$ cat src/rtl/hecc_pkg.sv
package hecc_pkg;
  typedef enum logic [1:0] {
    MODE_OFF   = 2'b00,
    MODE_ACC   = 2'b01,
    MODE_READ  = 2'b10,
    MODE_CLEAR = 2'b11
  } hecc_mode_e;

  localparam int SEG_BYTES  = 256;
  localparam int ADDR_W     = $clog2(SEG_BYTES);
  localparam int LINE_BITS  = 2 * ADDR_W;
  localparam int COL_PAIRS  = 3;
  localparam int CODE_BYTES = 3;

  // read-out position k within a segment selects this stored code byte
  function automatic int out_order(input int k);
    case (k)
      0:       return 1;
      1:       return 0;
      default: return 2;
    endcase
  endfunction
endpackage

$ cat src/rtl/hecc_seg_acc.sv
module hecc_seg_acc
  import hecc_pkg::*;
(
  input  logic                             clk,
  input  logic                             rst_n,
  input  logic                             clr_i,
  input  logic                             en_i,
  input  logic [ADDR_W-1:0]                addr_i,
  input  logic [7:0]                       byte_i,
  output logic [CODE_BYTES-1:0][7:0]       code_o
);
  logic [ADDR_W-1:0] lo_q, lo_d;   // line parity where address bit = 0
  logic [ADDR_W-1:0] hi_q, hi_d;   // line parity where address bit = 1
  logic [7:0]        col_q, col_d; // running xor of bytes
  logic              upd;
  logic              bpar;

  assign upd  = clr_i | en_i;
  assign bpar = ^byte_i;

  always_comb begin
    lo_d  = lo_q;
    hi_d  = hi_q;
    col_d = col_q;
    if (clr_i) begin
      lo_d  = '0;
      hi_d  = '0;
      col_d = '0;
    end else if (en_i) begin
      for (int i = 0; i < ADDR_W; i++) begin
        if (addr_i[i]) hi_d[i] = hi_q[i] ^ bpar;
        else           lo_d[i] = lo_q[i] ^ bpar;
      end
      col_d = col_q ^ byte_i;
    end
  end

  always_ff @(posedge clk or negedge rst_n) begin
    if (!rst_n) begin
      lo_q  <= '0;
      hi_q  <= '0;
      col_q <= '0;
    end else if (upd) begin
      lo_q  <= lo_d;
      hi_q  <= hi_d;
      col_q <= col_d;
    end
  end

  // line parity vector, index 2i+v
  logic [LINE_BITS-1:0] lp;
  logic [2*COL_PAIRS-1:0] cp;

  always_comb begin
    for (int i = 0; i < ADDR_W; i++) begin
      lp[2*i]   = lo_q[i];
      lp[2*i+1] = hi_q[i];
    end
    cp = '0;
    for (int j = 0; j < COL_PAIRS; j++) begin
      for (int b = 0; b < 8; b++) begin
        if (((b >> j) & 1) == 1) cp[2*j+1] = cp[2*j+1] ^ col_q[b];
        else                     cp[2*j]   = cp[2*j]   ^ col_q[b];
      end
    end
  end

  assign code_o[0] = ~lp[7:0];
  assign code_o[1] = ~lp[15:8];
  assign code_o[2] = ~{cp, 2'b00};

  AST_LANE_HOLD: assert property (@(posedge clk) disable iff (!rst_n)
    !clr_i && !en_i |=> $stable({lo_q, hi_q, col_q}));

  AST_LANE_CLEARED: assert property (@(posedge clk) disable iff (!rst_n)
    clr_i |=> (code_o[0] == 8'hFF && code_o[1] == 8'hFF && code_o[2] == 8'hFF));

  AST_LINE_FLIPS: assert property (@(posedge clk) disable iff (!rst_n)
    en_i && !clr_i && bpar |=> $countones({lo_q, hi_q} ^ $past({lo_q, hi_q})) == ADDR_W);
endmodule

$ cat src/rtl/hecc_code_seq.sv
module hecc_code_seq
  import hecc_pkg::*;
#(
  parameter int NUM_SEG = 2
) (
  input  logic                                    clk,
  input  logic                                    rst_n,
  input  logic                                    read_mode_i,
  input  logic                                    rd_i,
  input  logic [NUM_SEG-1:0][CODE_BYTES-1:0][7:0] codes_i,
  output logic [7:0]                              byte_o
);
  localparam int NUM_OUT = NUM_SEG * CODE_BYTES;
  localparam int PTR_W   = (NUM_OUT > 1) ? $clog2(NUM_OUT) : 1;
  localparam logic [PTR_W-1:0] LAST = PTR_W'(NUM_OUT - 1);

  logic [PTR_W-1:0] ptr_q, ptr_d;
  logic             ptr_en;

  assign ptr_en = !read_mode_i || rd_i;

  always_comb begin
    ptr_d = ptr_q;
    if (!read_mode_i)       ptr_d = '0;
    else if (rd_i)          ptr_d = (ptr_q == LAST) ? '0 : ptr_q + 1'b1;
  end

  always_ff @(posedge clk or negedge rst_n) begin
    if (!rst_n)      ptr_q <= '0;
    else if (ptr_en) ptr_q <= ptr_d;
  end

  always_comb begin
    byte_o = 8'h00;
    for (int s = 0; s < NUM_SEG; s++) begin
      for (int k = 0; k < CODE_BYTES; k++) begin
        if (ptr_q == PTR_W'(s * CODE_BYTES + k)) byte_o = codes_i[s][out_order(k)];
      end
    end
  end

  AST_PTR_RANGE: assert property (@(posedge clk) disable iff (!rst_n)
    ptr_q <= LAST);

  AST_PTR_WRAP: assert property (@(posedge clk) disable iff (!rst_n)
    read_mode_i && rd_i && ptr_q == LAST |=> ptr_q == '0);

  AST_PTR_IDLE: assert property (@(posedge clk) disable iff (!rst_n)
    !read_mode_i |=> ptr_q == '0);

  AST_PTR_STEP: assert property (@(posedge clk) disable iff (!rst_n)
    read_mode_i && !rd_i |=> $stable(ptr_q));
endmodule

$ cat src/rtl/nand_hecc_engine.sv
module nand_hecc_engine
  import hecc_pkg::*;
#(
  parameter int NUM_SEG = 2
) (
  input  logic       clk,
  input  logic       rst_n,
  input  logic [1:0] mode_i,
  input  logic       byte_vld_i,
  input  logic [7:0] byte_i,
  input  logic       code_rd_i,
  output logic [7:0] code_o
);
  localparam int TOTAL = NUM_SEG * SEG_BYTES;
  localparam int CNT_W = $clog2(TOTAL + 1);
  localparam int HI_W  = CNT_W - ADDR_W;

  // reset: asserted asynchronously, released on a clock edge
  logic [1:0] rst_pipe_q;
  logic       rst_s_n;

  always_ff @(posedge clk or negedge rst_n) begin
    if (!rst_n) rst_pipe_q <= 2'b00;
    else        rst_pipe_q <= {rst_pipe_q[0], 1'b1};
  end
  assign rst_s_n = rst_pipe_q[1];

  hecc_mode_e mode;
  assign mode = hecc_mode_e'(mode_i);

  logic clr, take;
  logic [CNT_W-1:0] cnt_q, cnt_d;
  logic             cnt_en;

  assign clr    = (mode == MODE_CLEAR);
  assign take   = (mode == MODE_ACC) && byte_vld_i && (cnt_q < CNT_W'(TOTAL));
  assign cnt_en = clr || take;

  always_comb begin
    cnt_d = cnt_q;
    if (clr)       cnt_d = '0;
    else if (take) cnt_d = cnt_q + 1'b1;
  end

  always_ff @(posedge clk or negedge rst_s_n) begin
    if (!rst_s_n)    cnt_q <= '0;
    else if (cnt_en) cnt_q <= cnt_d;
  end

  logic [NUM_SEG-1:0][CODE_BYTES-1:0][7:0] codes;

  for (genvar g = 0; g < NUM_SEG; g++) begin : g_seg
    logic seg_en;
    assign seg_en = take && (cnt_q[CNT_W-1:ADDR_W] == HI_W'(g));
    hecc_seg_acc u_acc (
      .clk    (clk),
      .rst_n  (rst_s_n),
      .clr_i  (clr),
      .en_i   (seg_en),
      .addr_i (cnt_q[ADDR_W-1:0]),
      .byte_i (byte_i),
      .code_o (codes[g])
    );
  end

  hecc_code_seq #(.NUM_SEG(NUM_SEG)) u_seq (
    .clk         (clk),
    .rst_n       (rst_s_n),
    .read_mode_i (mode == MODE_READ),
    .rd_i        (code_rd_i),
    .codes_i     (codes),
    .byte_o      (code_o)
  );

  AST_CNT_LIMIT: assert property (@(posedge clk) disable iff (!rst_s_n)
    cnt_q <= CNT_W'(TOTAL));

  AST_CNT_CLEAR: assert property (@(posedge clk) disable iff (!rst_s_n)
    clr |=> cnt_q == '0);

  AST_CNT_FULL_HOLD: assert property (@(posedge clk) disable iff (!rst_s_n)
    !clr && cnt_q == CNT_W'(TOTAL) |=> cnt_q == CNT_W'(TOTAL));

  AST_CNT_OFF_HOLD: assert property (@(posedge clk) disable iff (!rst_s_n)
    mode == MODE_OFF |=> $stable(cnt_q));
endmodule

$ cat config.mk
export PLATFORM = sky130hd
export DESIGN_NAME = nand_hecc_engine
export DESIGN_NICKNAME = d
export VERILOG_FILES = /design/src/rtl/hecc_pkg.sv /design/src/rtl/hecc_seg_acc.sv /design/src/rtl/hecc_code_seq.sv /design/src/rtl/nand_hecc_engine.sv
export SDC_FILE = /design/constraint.sdc
export NUM_CORES = 1
export LEC_CHECK = 0
export ABC_AREA = 1
export ABC_CLOCK_PERIOD_IN_PS = 2800
export BUFFER_PORTS_ARGS = -buffer_cell sky130_fd_sc_hd__buf_2
export CAP_MARGIN = 20
export CORE_MARGIN = 10
export CORE_UTILIZATION = 45
export DETAILED_ROUTE_END_ITERATION = 7
export SYNTH_ARGS = -nofsm -noshare
export SYNTH_HDL_FRONTEND = slang
export SYNTH_SLANG_ARGS = --single-unit
$ cat constraint.sdc
create_clock -name clk -period 2.8 [get_ports clk]
set_clock_uncertainty 0.05 [all_clocks]
set_input_delay 0.56 -clock clk [delete_from_list [all_inputs] [get_ports clk]]
set_output_delay 0.56 -clock clk [all_outputs]
set_load 0.05 [all_outputs]
== Word level (Yosys, flattened, before mapping) ==
Cells that the tools add are included.

* Add/subtract/negate cells: 2
* Order comparisons: 7
* Equal/unequal tests: 18
* Muxes and demuxes: 79
* Bitwise gates (word level): 76
* Reduce and logical (&&, ||, !) cells: 57

{| class="wikitable"
|+ Operators by type and width
! cell !! number
|-
| $mux 8 || 30
|-
| $lt 32x4->1 const B || 6
|-
| $mux 32 || 6
|-
| $bmux 8 s2 || 6
|-
| $reduce_and 3->1 || 32
|-
| $xor 1x1->1 || 66
|-
| $not 8->8 || 6
|-
| $mux 1 || 32
|-
| $reduce_bool 2->1 || 11
|-
| $mux 10 || 2
|-
| $ne 2x2->1 const B || 9
|-
| $xor 8x8->8 || 2
|-
| $add 10x1->10 const B || 1
|-
| $lt 10x10->1 const B || 1
|-
| $mux 3 || 3
|-
| $reduce_and 2->1 || 4
|-
| $reduce_xor 8->1 || 1
|-
| $eq 3x2->1 const B || 2
|-
| $eq 3x3->1 const B || 2
|-
| $eq 2x1->1 const B || 2
|-
| $eq 2x2->1 const B || 2
|-
| $logic_and 1x1->1 || 4
|-
| $add 3x1->3 const B || 1
|-
| $eq 3x1->1 const B || 1
|-
| other kinds (5) || 7
|}

* Register bits: 63
* Word-level logic and storage cells: 276

== Depth between registers and ports, before layout ==
Gate-level depths: netlist (run 1).

* Depth after elaboration: 13
* Mapped depth: 12
* Gate-level depth less buffers: 11

== Hierarchy ==
From an unflattened synthesis (run 1), not the netlist that was laid out.

* Cell total of the unflattened synthesis: 708
* Area total of the unflattened synthesis: 4601.9 um^2

{| class="wikitable"
|+ Modules (own cells, without submodules)
! module !! times used !! cells each !! area each (um^2) !! sequential area each (um^2)
|-
| hecc_seg_acc (g_seg[0].u_acc) || 1 || 248 || 1630.3 || 600.6
|-
| hecc_seg_acc (g_seg[1].u_acc) || 1 || 240 || 1615.3 || 600.6
|-
| hecc_code_seq || 1 || 137 || 729.4 || 75.1
|-
| nand_hecc_engine || 1 || 83 || 626.9 || 300.3
|}

== Worst setup path before layout (run 1) ==
Ideal clock, no wire load.

* Kind: register to output
* Start: register u_seq.ptr_q[1]
* End: output code_o[3]
* Arrival: 2.100 ns
* Data required time: 2.190 ns
* Setup slack: 0.090 ns
* Stages on the path, launching flop included: 11
* Path through: dfrtp_1 -> nand2_1 -> inv_1 -> ha_1 -> clkbuf_1 -> inv_1 -> nand2_1 -> inv_1 -> o211ai_1 -> nand3_1 -> a21oi_1

* Cells in the longest elaborated chain, start to end: 7

{| class="wikitable"
|+ RTL lines
! element !! line !! text
|-
| start, declared || hecc_code_seq.sv:17 || <nowiki>logic [PTR_W-1:0] ptr_q, ptr_d;</nowiki>
|-
| start signal, assigned || hecc_code_seq.sv:30 || <nowiki>else if (ptr_en) ptr_q <= ptr_d;</nowiki>
|-
| $logic_not 3->1 || hecc_code_seq.sv:37 || <nowiki>if (ptr_q == PTR_W'(s * CODE_BYTES + k)) byte_o = codes_i[s][out_order(k)];</nowiki>
|-
| $mux 8 (5 in a row) || hecc_code_seq.sv:37 ||
|-
| $mux 8 * || hecc_code_seq.sv:37 ||
|-
| end, declared || nand_hecc_engine.sv:12 || <nowiki>output logic [7:0] code_o</nowiki>
|}

Mark *: on every way between the ends. The rest lies on a longest branch, timed or not.

== Final worst setup path (run 1) ==
* Start: register u_seq.ptr_q[1]
* End: output code_o[5]

Same word-level chain as after synthesis.

==> results of run 1 <==
[final cells by class]
cell class | instances | area [sq um] | share of cell area
inverter | 57 | 214 | 0.0477
tap | 108 | 135 | 0.0301
timing repair buffer | 28 | 183 | 0.0407
sequential | 63 | 1580 | 0.352
clock inverter | 4 | 70.1 | 0.0156
multi-input combinational | 439 | 2160 | 0.482
clock buffer | 12 | 145 | 0.0323
[state kept, by name (all words and copies together) (netlist names)]
| name | flops |
|---|---|
| g_seg.u_acc.col_q | 16 |
| g_seg.u_acc.hi_q | 16 |
| g_seg.u_acc.lo_q | 16 |
| cnt_q | 10 |
| u_seq.ptr_q | 3 |
| rst_pipe_q | 2 |
[synth_stat cells (all sizes together)]
| cell | n |
|---|---|
| nor3 | 32 |
| nand2 | 136 |
| xor2 | 3 |
| o22ai | 1 |
| and3 | 1 |
| conb | 1 |
| nand4 | 8 |
| a21oi | 69 |
| xnor2 | 11 |
| nand3 | 54 |
| nor3b | 8 |
| o211ai | 4 |
| inv | 56 |
| or2 | 2 |
| o21a | 1 |
| o21ai | 50 |
| buf | 15 |
| clkinv | 1 |
| dfrtp | 63 |
| clkbuf | 6 |
| ha | 2 |
| nor2 | 56 |
[placed cells by master, fill, tap and decap left out, drive strengths merged, types with 3 or more instances in the layout]
cell type	netlist	final
nand4	8	8
xor2	3	3
o211ai	4	4
nand3	54	54
inv	56	56
clkinv	1	3
dfrtp	63	63
buf	15	25
clkbuf	6	14
nor3	32	32
o21ai	50	50
nand2	136	136
nor2	56	56
a21oi	69	69
nor3b	8	8
xnor2	11	11
[worst paths after layout]
path	from	endpoint	slack, ns	depth (start not counted)
max reg2reg	cnt_q[9]	g_seg[1].u_acc.col_q[7]	0.99	5
min reg2reg	rst_pipe_q[1]	g_seg[0].u_acc.col_q[4]	0.20	0
max in group asynchronous	rst_pipe_q[1]	g_seg[0].u_acc.hi_q[4]	1.89	1
min	rst_pipe_q[1]	g_seg[0].u_acc.col_q[4]	0.20	0
max	u_seq.ptr_q[1]	code_o[5]	0.14	8
min in group clk	rst_pipe_q[0]	rst_pipe_q[1]	0.31	0
[per-stage QoR]
step | cell area, sq um | hold slack (ns) | setup WS, ns | utilization
final | 4490 | 0.204 | 0.136 | 0.512
after global routing | 4490 | 0.264 | 0.0110 | 0.512
after CTS | 4440 | 0.234 | 0.0663 | 0.506
after detailed placement | 4200 | 0.224 | 0.287 | 0.480
after global placement | 4200 | 0.217 | 0.323 | 0.480
after floorplan | 4070 | 0.214 | 0.0898 | -
[worst register-to-register path: cells and delay by family, from the launching register on]
family	cells	cell delay, ns
AND/OR/NAND/NOR	2	0.55
flip-flops	1	0.36
buffers and inverters	2	0.64
AO/OA/AOI/OAI	1	0.12
[where the power goes]
part	switching, uW	leakage [uW]	internal [uW]
Combinational	376	0.00124	167
Clock	381	0.000110	524
Sequential	102	0.000845	997
Total	859	0.00220	1690
[cell families (layout without fill, tap and decap cells)]
group | after synthesis | in the layout | share of synthesized area
AO/OA/AOI/OAI | 125 | 125 | 0.157
XOR/XNOR | 14 | 14 | 0.0301
other | 1 | 1 | 0.000922
flip-flops | 63 | 63 | 0.388
adder cells (fa/ha/maj) | 2 | 2 | 0.00615
buffers and inverters | 78 | 101 | 0.0877
AND/OR/NAND/NOR | 297 | 297 | 0.330
[metal layers]
metal | part of all wire | vias up | GRT usage
met1 | 0.51 | 1866 | 0.244
met2 | 0.43 | 80 | 0.241
li1 | - | 1953 | -
met5 | 0 | - | 0
met3 | 0.054 | 7 | 0.0536
met4 | 0.0078 | 0 | 0.0396
[what timing repair did]
item | CTS | global route
setup buffers | 0 | 3
pin swaps | 0 | 1
hold buffers | 1 | 0
endpoints found under the hold margin | 2 | 0
resized for setup | 4 | 8
endpoints found under the setup margin | 7 | 8
==> run metrics, run 1 <==
PwrDens=568 mW/mm^2; wire length after detailed routing=11100 um; Buf+Inv Stages, Crit Path=3; Avg Vias per Cell=5.49; Worst Tran Pin Value=0.625 ns; DP Wirelength=roughly 7900 um; routed wirelength normalized by instance count=15.6 um; maximum single-stage delay on the critical path=0.46 ns; global-route wire length before repair=18100 um; #FFs+latches synth=63; maximum number of pins on one net before global-route repair=65; max-slew headroom at the worst pin=0.584; number of top-level pins=22; Placed Instances=691; Yosys top cell area share=0.388; via count of the first global-routing pass=roughly 3500; CTS tree=done; required time at the worst-slack endpoint=2.19 ns; type of the tightest min-delay check=reg2async; Worst setup EP type=primary output; total number of yosys warnings=0; count of unique library cells instantiated by Yosys=35; maximum frequency from static timing analysis=0.375 GHz; cell types with the largest area share after synthesis=dfrtp_1 (39%), nand2_1 (12%), a21oi_1 (8.5%); cell-by-cell listing of the critical path=inv_2, nand2_1, nor2_4, inv_1, o21ai_1, nand3_1, a21oi_1, clkbuf_4; critical path data arrival time=2.05 ns; Area growth, synth to finish=10.3%; row cnt=34; synthesized netlist cell count=580; total clock buffers created by CTS=9; Design Power=2550 uW; run status=finished, final reports clean; placeable core area=0.00876 sq mm; Congestion Overflow GR=0; effective utilization at floorplan=0.464; ant diodes=0; worst-case vdd ir drop=between 0.2 and 0.25 mV; number of violations of the max-capacitance limit=0; number of fill cells in the layout=898; number of port buffers=21; count of endpoints failing hold in the final timing report=0; CTS sink count=63; library cell occupying the most area in the post-synthesis netlist=dfrtp_1; CP delay by family, top=buffers and inverters; proportion of layout cells with a drive suffix above 1=0.103; unrepaired setup endpoints after global routing=no; ANT nets after route=0; startpoint-to-endpoint class of the critical path=reg2out; syn_area_per_cell=7.01 sq um; number of iterations in the first detailed-routing pass=4; clock latency of the later-clocked register in the worst-skew pair=0.35 ns; setup TNS=0 ns; minimum period implied by the final worst setup slack=between 2 and 3 ns; # setup viols final=0; # nets final=614; Die H=115 um; maximum fanout count along the critical path=6; initial drt markers=236; Longest Clk Path Bufs=2; Netlist Area Pre-Place=roughly 0.004 sq mm; RePlAce Congestion=0.883; initial antenna violation count=0; Die ar.=0.0132 sq mm; register area share after synthesis=0.388; Net Count, Synth=roughly 600; Total Routing Usage GR=0.170; via count=just under 4000; master cell of the clock root buffer=clkbuf_8; reported leakage power=roughly 0.0022 uW; non-filler instance count after layout=between 700 and 800; Max stage delay cell, worst path=dfrtp_2; number of remaining DRC errors=0; post-route fraction of the period consumed by the critical path=0.952; number of H-tree branching levels=3; Pins Over Slew Limit=0; Worst Setup Start Kind=flop; clock transition at the register clock pins on the worst setup and hold paths after CTS=0.08 ns; Die Width=around 120 um
Note: power is estimated with default switching activity, not from simulation.
==> run 2: changes to the inputs <==
--- a/config.mk
+++ b/config.mk
@@ -6,7 +6,7 @@
 export NUM_CORES = 1
 export LEC_CHECK = 0
 export ABC_AREA = 1
-export ABC_CLOCK_PERIOD_IN_PS = 2800
+export ABC_CLOCK_PERIOD_IN_PS = 2900
 export BUFFER_PORTS_ARGS = -buffer_cell sky130_fd_sc_hd__buf_2
 export CAP_MARGIN = 20
 export CORE_MARGIN = 10
==> constraint.sdc (replaced) <==
create_clock -name clk -period 2.9 [get_ports clk]
set_clock_uncertainty 0.05 [all_clocks]
set_input_delay 0.58 -clock clk [delete_from_list [all_inputs] [get_ports clk]]
set_output_delay 0.58 -clock clk [all_outputs]
set_load 0.05 [all_outputs]
==> run metrics, run 2 (synthesis results as in run 1) <==
worst-case vdd ir drop=approximately 0.26 mV; count of endpoints failing hold in the final timing report=0; Total Routing Usage GR=0.167; Setup Fix Bufs, Post-CTS=0; Worst Setup Start Kind=flop; global-route wire length before repair=approximately 18000 um; minimum period implied by the final worst setup slack=2.74 ns; row cnt=34; Avg Vias per Cell=5.49; master cell of the clock root buffer=clkbuf_8; number of violations of the max-capacitance limit=0; proportion of layout cells with a drive suffix above 1=0.0967; number of remaining DRC errors=0; Worst Tran Pin Value=about 0.62 ns; placeable core area=0.00876 sq mm; most frequent cells in the layout=nand2_1 (134), a21oi_1 (69), dfrtp_1 (61); slack of the worst reg-to-reg path=1.08 ns; startpoint-to-endpoint class of the critical path=reg2out; non-filler instance count after layout=708; Longest Clk Path Bufs=2; wire length after detailed routing=11000 um; clock transition at the register clock pins on the worst setup and hold paths after CTS=approximately 0.070 ns; max-slew headroom at the worst pin=0.585; ant diodes=0; Worst setup EP type=primary output; initial antenna violation count=0; post-route core utilization=0.510; via count=3886; routed wirelength normalized by instance count=15.5 um; maximum frequency from static timing analysis=0.364 GHz; reported leakage power=0.00218 uW; largest registers=g_seg.u_acc.col_q (16), g_seg.u_acc.hi_q (16), g_seg.u_acc.lo_q (16); type of the tightest min-delay check=reg2async; # nets final=611; Area growth, synth to finish=9.87%; critical path data arrival time=~2.1 ns; Design Power=2510 uW; maximum fanout count along the critical path=8; effective utilization at floorplan=0.464; Placed Instances=691; CTS sink count=63; ANT nets after route=0; via count of the first global-routing pass=3446; number of H-tree branching levels=3; number of top-level pins=22; initial drt markers=293; maximum number of pins on one net before global-route repair=65; # setup viols final=0; DP Wirelength=8100 um; CTS tree=done; total clock buffers created by CTS=9; Die Width=115 um; number of port buffers=21; Die H=115 um; PwrDens=~560 mW/mm^2; required time at the worst-slack endpoint=2.27 ns; most frequent standard cell in the layout excluding fill and tap cells=nand2_1; RePlAce Congestion=0.832; clock latency of the later-clocked register in the worst-skew pair=0.34 ns; number of iterations in the first detailed-routing pass=5; Congestion Overflow GR=0; Die ar.=0.0132 sq mm; run status=finished, final reports clean; post-route fraction of the period consumed by the critical path=0.946; Pins Over Slew Limit=0
-- run 2: cell types whose count changed in the layout (fill, tap and decap cells not counted), sizes merged --
cell    change
clkbuf      -3
clkinv      +1
bufinv      +1
buf         -2
-- run 2: worst max-delay path: stages (launching register included) --
cell and delay [ns]:
dfrtp_1 0.41, inv_2 0.15, ha_2 0.28, inv_1 0.08, nand2_1 0.11, inv_2 0.08
o211ai_1 0.09, nand3_1 0.10, a21oi_1 0.20, clkbuf_4 0.27
-- run 2: what timing repair did --
item,4_1_cts,5_1_grt
resized for setup,0,4
hold buffers,1,0
endpoints found under the setup margin,0,8
endpoints found under the hold margin,2,0
-- run 2: final timing paths --
path / from / end / cells after the start
worst max-delay path: u_seq.ptr_q[2] / code_o[3] / 9
worst min-delay path: rst_pipe_q[1] / g_seg[0].u_acc.hi_q[3] / 0
worst max register to register: cnt_q[9] / g_seg[1].u_acc.hi_q[0] / 6
worst min register to register: rst_pipe_q[1] / g_seg[0].u_acc.hi_q[3] / 0
max in group asynchronous: rst_pipe_q[1] / u_seq.ptr_q[1] / 1
min in group clk: rst_pipe_q[0] / rst_pipe_q[1] / 0
-- run 2: layer usage --
layer / wire, um / track usage / part of all wire / up-vias
li1: - / - / - / 1967
met2: 4720 / 0.234 / 0.43 / 82
met3: 673 / 0.0365 / 0.061 / 11
met5: 0 / 0 / 0 / -
met1: 5470 / 0.251 / 0.50 / 1826
met4: 111 / 0.0454 / 0.010 / 0
-- run 2: stage by stage --
stage               hold WS (ns)    TNS, ns  instance area (sq um)  setup WS (ns)
finish                    0.0986          0                   4470          0.156
global route               0.112  -0.000362                   4470      -0.000362
CTS                        0.109          0                   4460         0.0153
detailed placement         0.104          0                   4220          0.396
global placement           0.104          0                   4220          0.426
floorplan                  0.234          0                   4070          0.170
-- run 2: where the power goes --
group	leakage, uW	switching (uW)	internal (uW)
registers	0.000845	99.8	963
clock network	0.000120	358	570
logic	0.00122	362	156
-- run 2: final cells by class --
type,instances,area (sq um)
sequential,63,1580
tap,108,135
inverter,57,214
clock inverter,6,109
fill,883,4290
multi-input combinational,439,2140
timing repair buffer,25,165
clock buffer,10,128
==> run 3: changes to the inputs <==
--- a/config.mk
+++ b/config.mk
@@ -10,7 +10,7 @@
 export BUFFER_PORTS_ARGS = -buffer_cell sky130_fd_sc_hd__buf_2
 export CAP_MARGIN = 20
 export CORE_MARGIN = 10
-export CORE_UTILIZATION = 45
+export CORE_UTILIZATION = 40
 export DETAILED_ROUTE_END_ITERATION = 7
 export SYNTH_ARGS = -nofsm -noshare
 export SYNTH_HDL_FRONTEND = slang
==> run metrics, run 3 (synthesis results as in run 1) <==
run status=finished, final reports clean; count of endpoints failing hold in the final timing report=0; Worst setup EP type=primary output; number of iterations in the first detailed-routing pass=6; maximum fanout count along the critical path=8; initial drt markers=338; Max stage delay cell, worst path=dfrtp_1; number of H-tree branching levels=3; met3 layer usage reported by global route=0.0451; number of port buffers=21; met1 track demand over resource=0.222; CTS sink count=63; clock transition at the register clock pins on the worst setup and hold paths after CTS=0.08 ns; largest registers=g_seg.u_acc.col_q (16), g_seg.u_acc.hi_q (16), g_seg.u_acc.lo_q (16); most frequent cells in the layout=nand2_1 (134), a21oi_1 (69), dfrtp_1 (60); row cnt=36; Buf+Inv Stages, Crit Path=4; routed wirelength normalized by instance count=15.1 um; Worst Setup Start Kind=flop; number of violations of the max-capacitance limit=0; ANT nets after route=0; worst-case vdd ir drop=0.274 mV; Longest Clk Path Bufs=2; DP Wirelength=7850 um; critical path data arrival time=2.10 ns; crit path setup slack, layout=between 0.15 and 0.2 ns; initial antenna violation count=0; Setup Fix Bufs, Post-CTS=0; cell-by-cell listing of the critical path=inv_2, ha_2, inv_1, nand2_1, inv_2, o211ai_1, nand3_1, a21oi_1, buf_2; grt peak-use layer=met1; via count of the first global-routing pass=~3500; # nets final=610; wire length after detailed routing=11100 um; master cell of the clock root buffer=clkbuf_8; unrepaired setup endpoints after global routing=no; required time at the worst-slack endpoint=2.27 ns; CP delay by family, top=buffers and inverters; type of the tightest min-delay check=reg2async; clock latency of the later-clocked register in the worst-skew pair=around 0.35 ns; CTS tree=done; setup TNS=0 ns; RePlAce Congestion=0.888; Crit. path cell count=9; slack of the worst reg-to-reg path=1.10 ns; met2 Resource Use GR=0.220; Die H=121 um; Critical Path Most Common Cell=inv_2; most frequent standard cell in the layout excluding fill and tap cells=nand2_1; reported leakage power=0.00219 uW; number of remaining DRC errors=0; maximum number of pins on one net before global-route repair=65; Avg Vias per Cell=5.37; Pins Over Slew Limit=0; max-slew headroom at the worst pin=0.584; total clock buffers created by CTS=9; placeable core area=0.00982 sq mm; number of top-level pins=22; maximum frequency from static timing analysis=0.366 GHz; Congestion Overflow GR=0; Post-Place Setup Slack=0.356 ns; Die ar.=~0.015 sq mm; number of cells on the worst reg-to-reg path=5; proportion of layout cells with a drive suffix above 1=0.100; Total Routing Usage GR=0.153; Die Width=121 um; PwrDens=570 mW/mm^2; minimum period implied by the final worst setup slack=2.73 ns; post-route fraction of the period consumed by the critical path=0.942; maximum single-stage delay on the critical path=0.41 ns; via count=3930; effective utilization at floorplan=0.414; startpoint-to-endpoint class of the critical path=reg2out; Area growth, synth to finish=11.1%; ant diodes=0; Worst Tran Pin Value=0.625 ns; global-route wire length before repair=~18000 um; number of fill cells in the layout=1031; # setup viols final=0
==> run 3: repair_timing <==
action	in CTS	in global routing
resized for setup	1	6
endpoints found under the setup margin	1	8
cloned	0	0
hold endpoints to repair	2	0
hold buffers	1	0
==> run 3: area by class of cell <==
| class | count | area [sq um] | share of cell area |
|---|---|---|---|
| multi-input combinational | 439 | 2140 | 0.474 |
| tap | 133 | 166 | 0.0368 |
| clock buffer | 11 | 151 | 0.0335 |
| inverter | 57 | 214 | 0.0474 |
| clock inverter | 5 | 104 | 0.0230 |
| timing repair buffer | 24 | 160 | 0.0354 |
| sequential | 63 | 1580 | 0.350 |
==> run 3: final timing paths <==
path	start	endpoint
worst max register to register	cnt_q[9]	g_seg[1].u_acc.col_q[0]
worst min register to register	rst_pipe_q[1]	g_seg[0].u_acc.col_q[0]
min in group clk	rst_pipe_q[0]	rst_pipe_q[1]
worst max-delay path	u_seq.ptr_q[2]	code_o[7]
worst min-delay path	rst_pipe_q[1]	g_seg[0].u_acc.col_q[0]
max in group asynchronous	rst_n	rst_pipe_q[1]
==> run 3: per-layer routing <==
layer | part of all wire | up-vias
met5 | 0 | -
li1 | - | 1952
met3 | 0.061 | 9
met2 | 0.45 | 93
met1 | 0.49 | 1876
met4 | 0.0081 | 0
==> run 3: where the power goes <==
group | total (uW) | switching, uW | internal [uW]
sequential | 1060 | 95.7 | 963
combinational | 528 | 370 | 158
clock | 988 | 369 | 618
==> run 3: per-stage QoR <==
step / hold slack (ns) / area, sq um / power [uW] / std cells / util
floorplan: 0.234 / 4070 / 1460 / 580 / -
global placement: 0.242 / 4240 / 1580 / 715 / 0.432
detailed placement: 0.245 / 4240 / 1590 / 715 / 0.432
CTS: 0.252 / 4510 / 2590 / 732 / 0.459
global route: 0.265 / 4520 / 2720 / 732 / 0.460
finish: 0.225 / 4520 / 2570 / 732 / 0.460
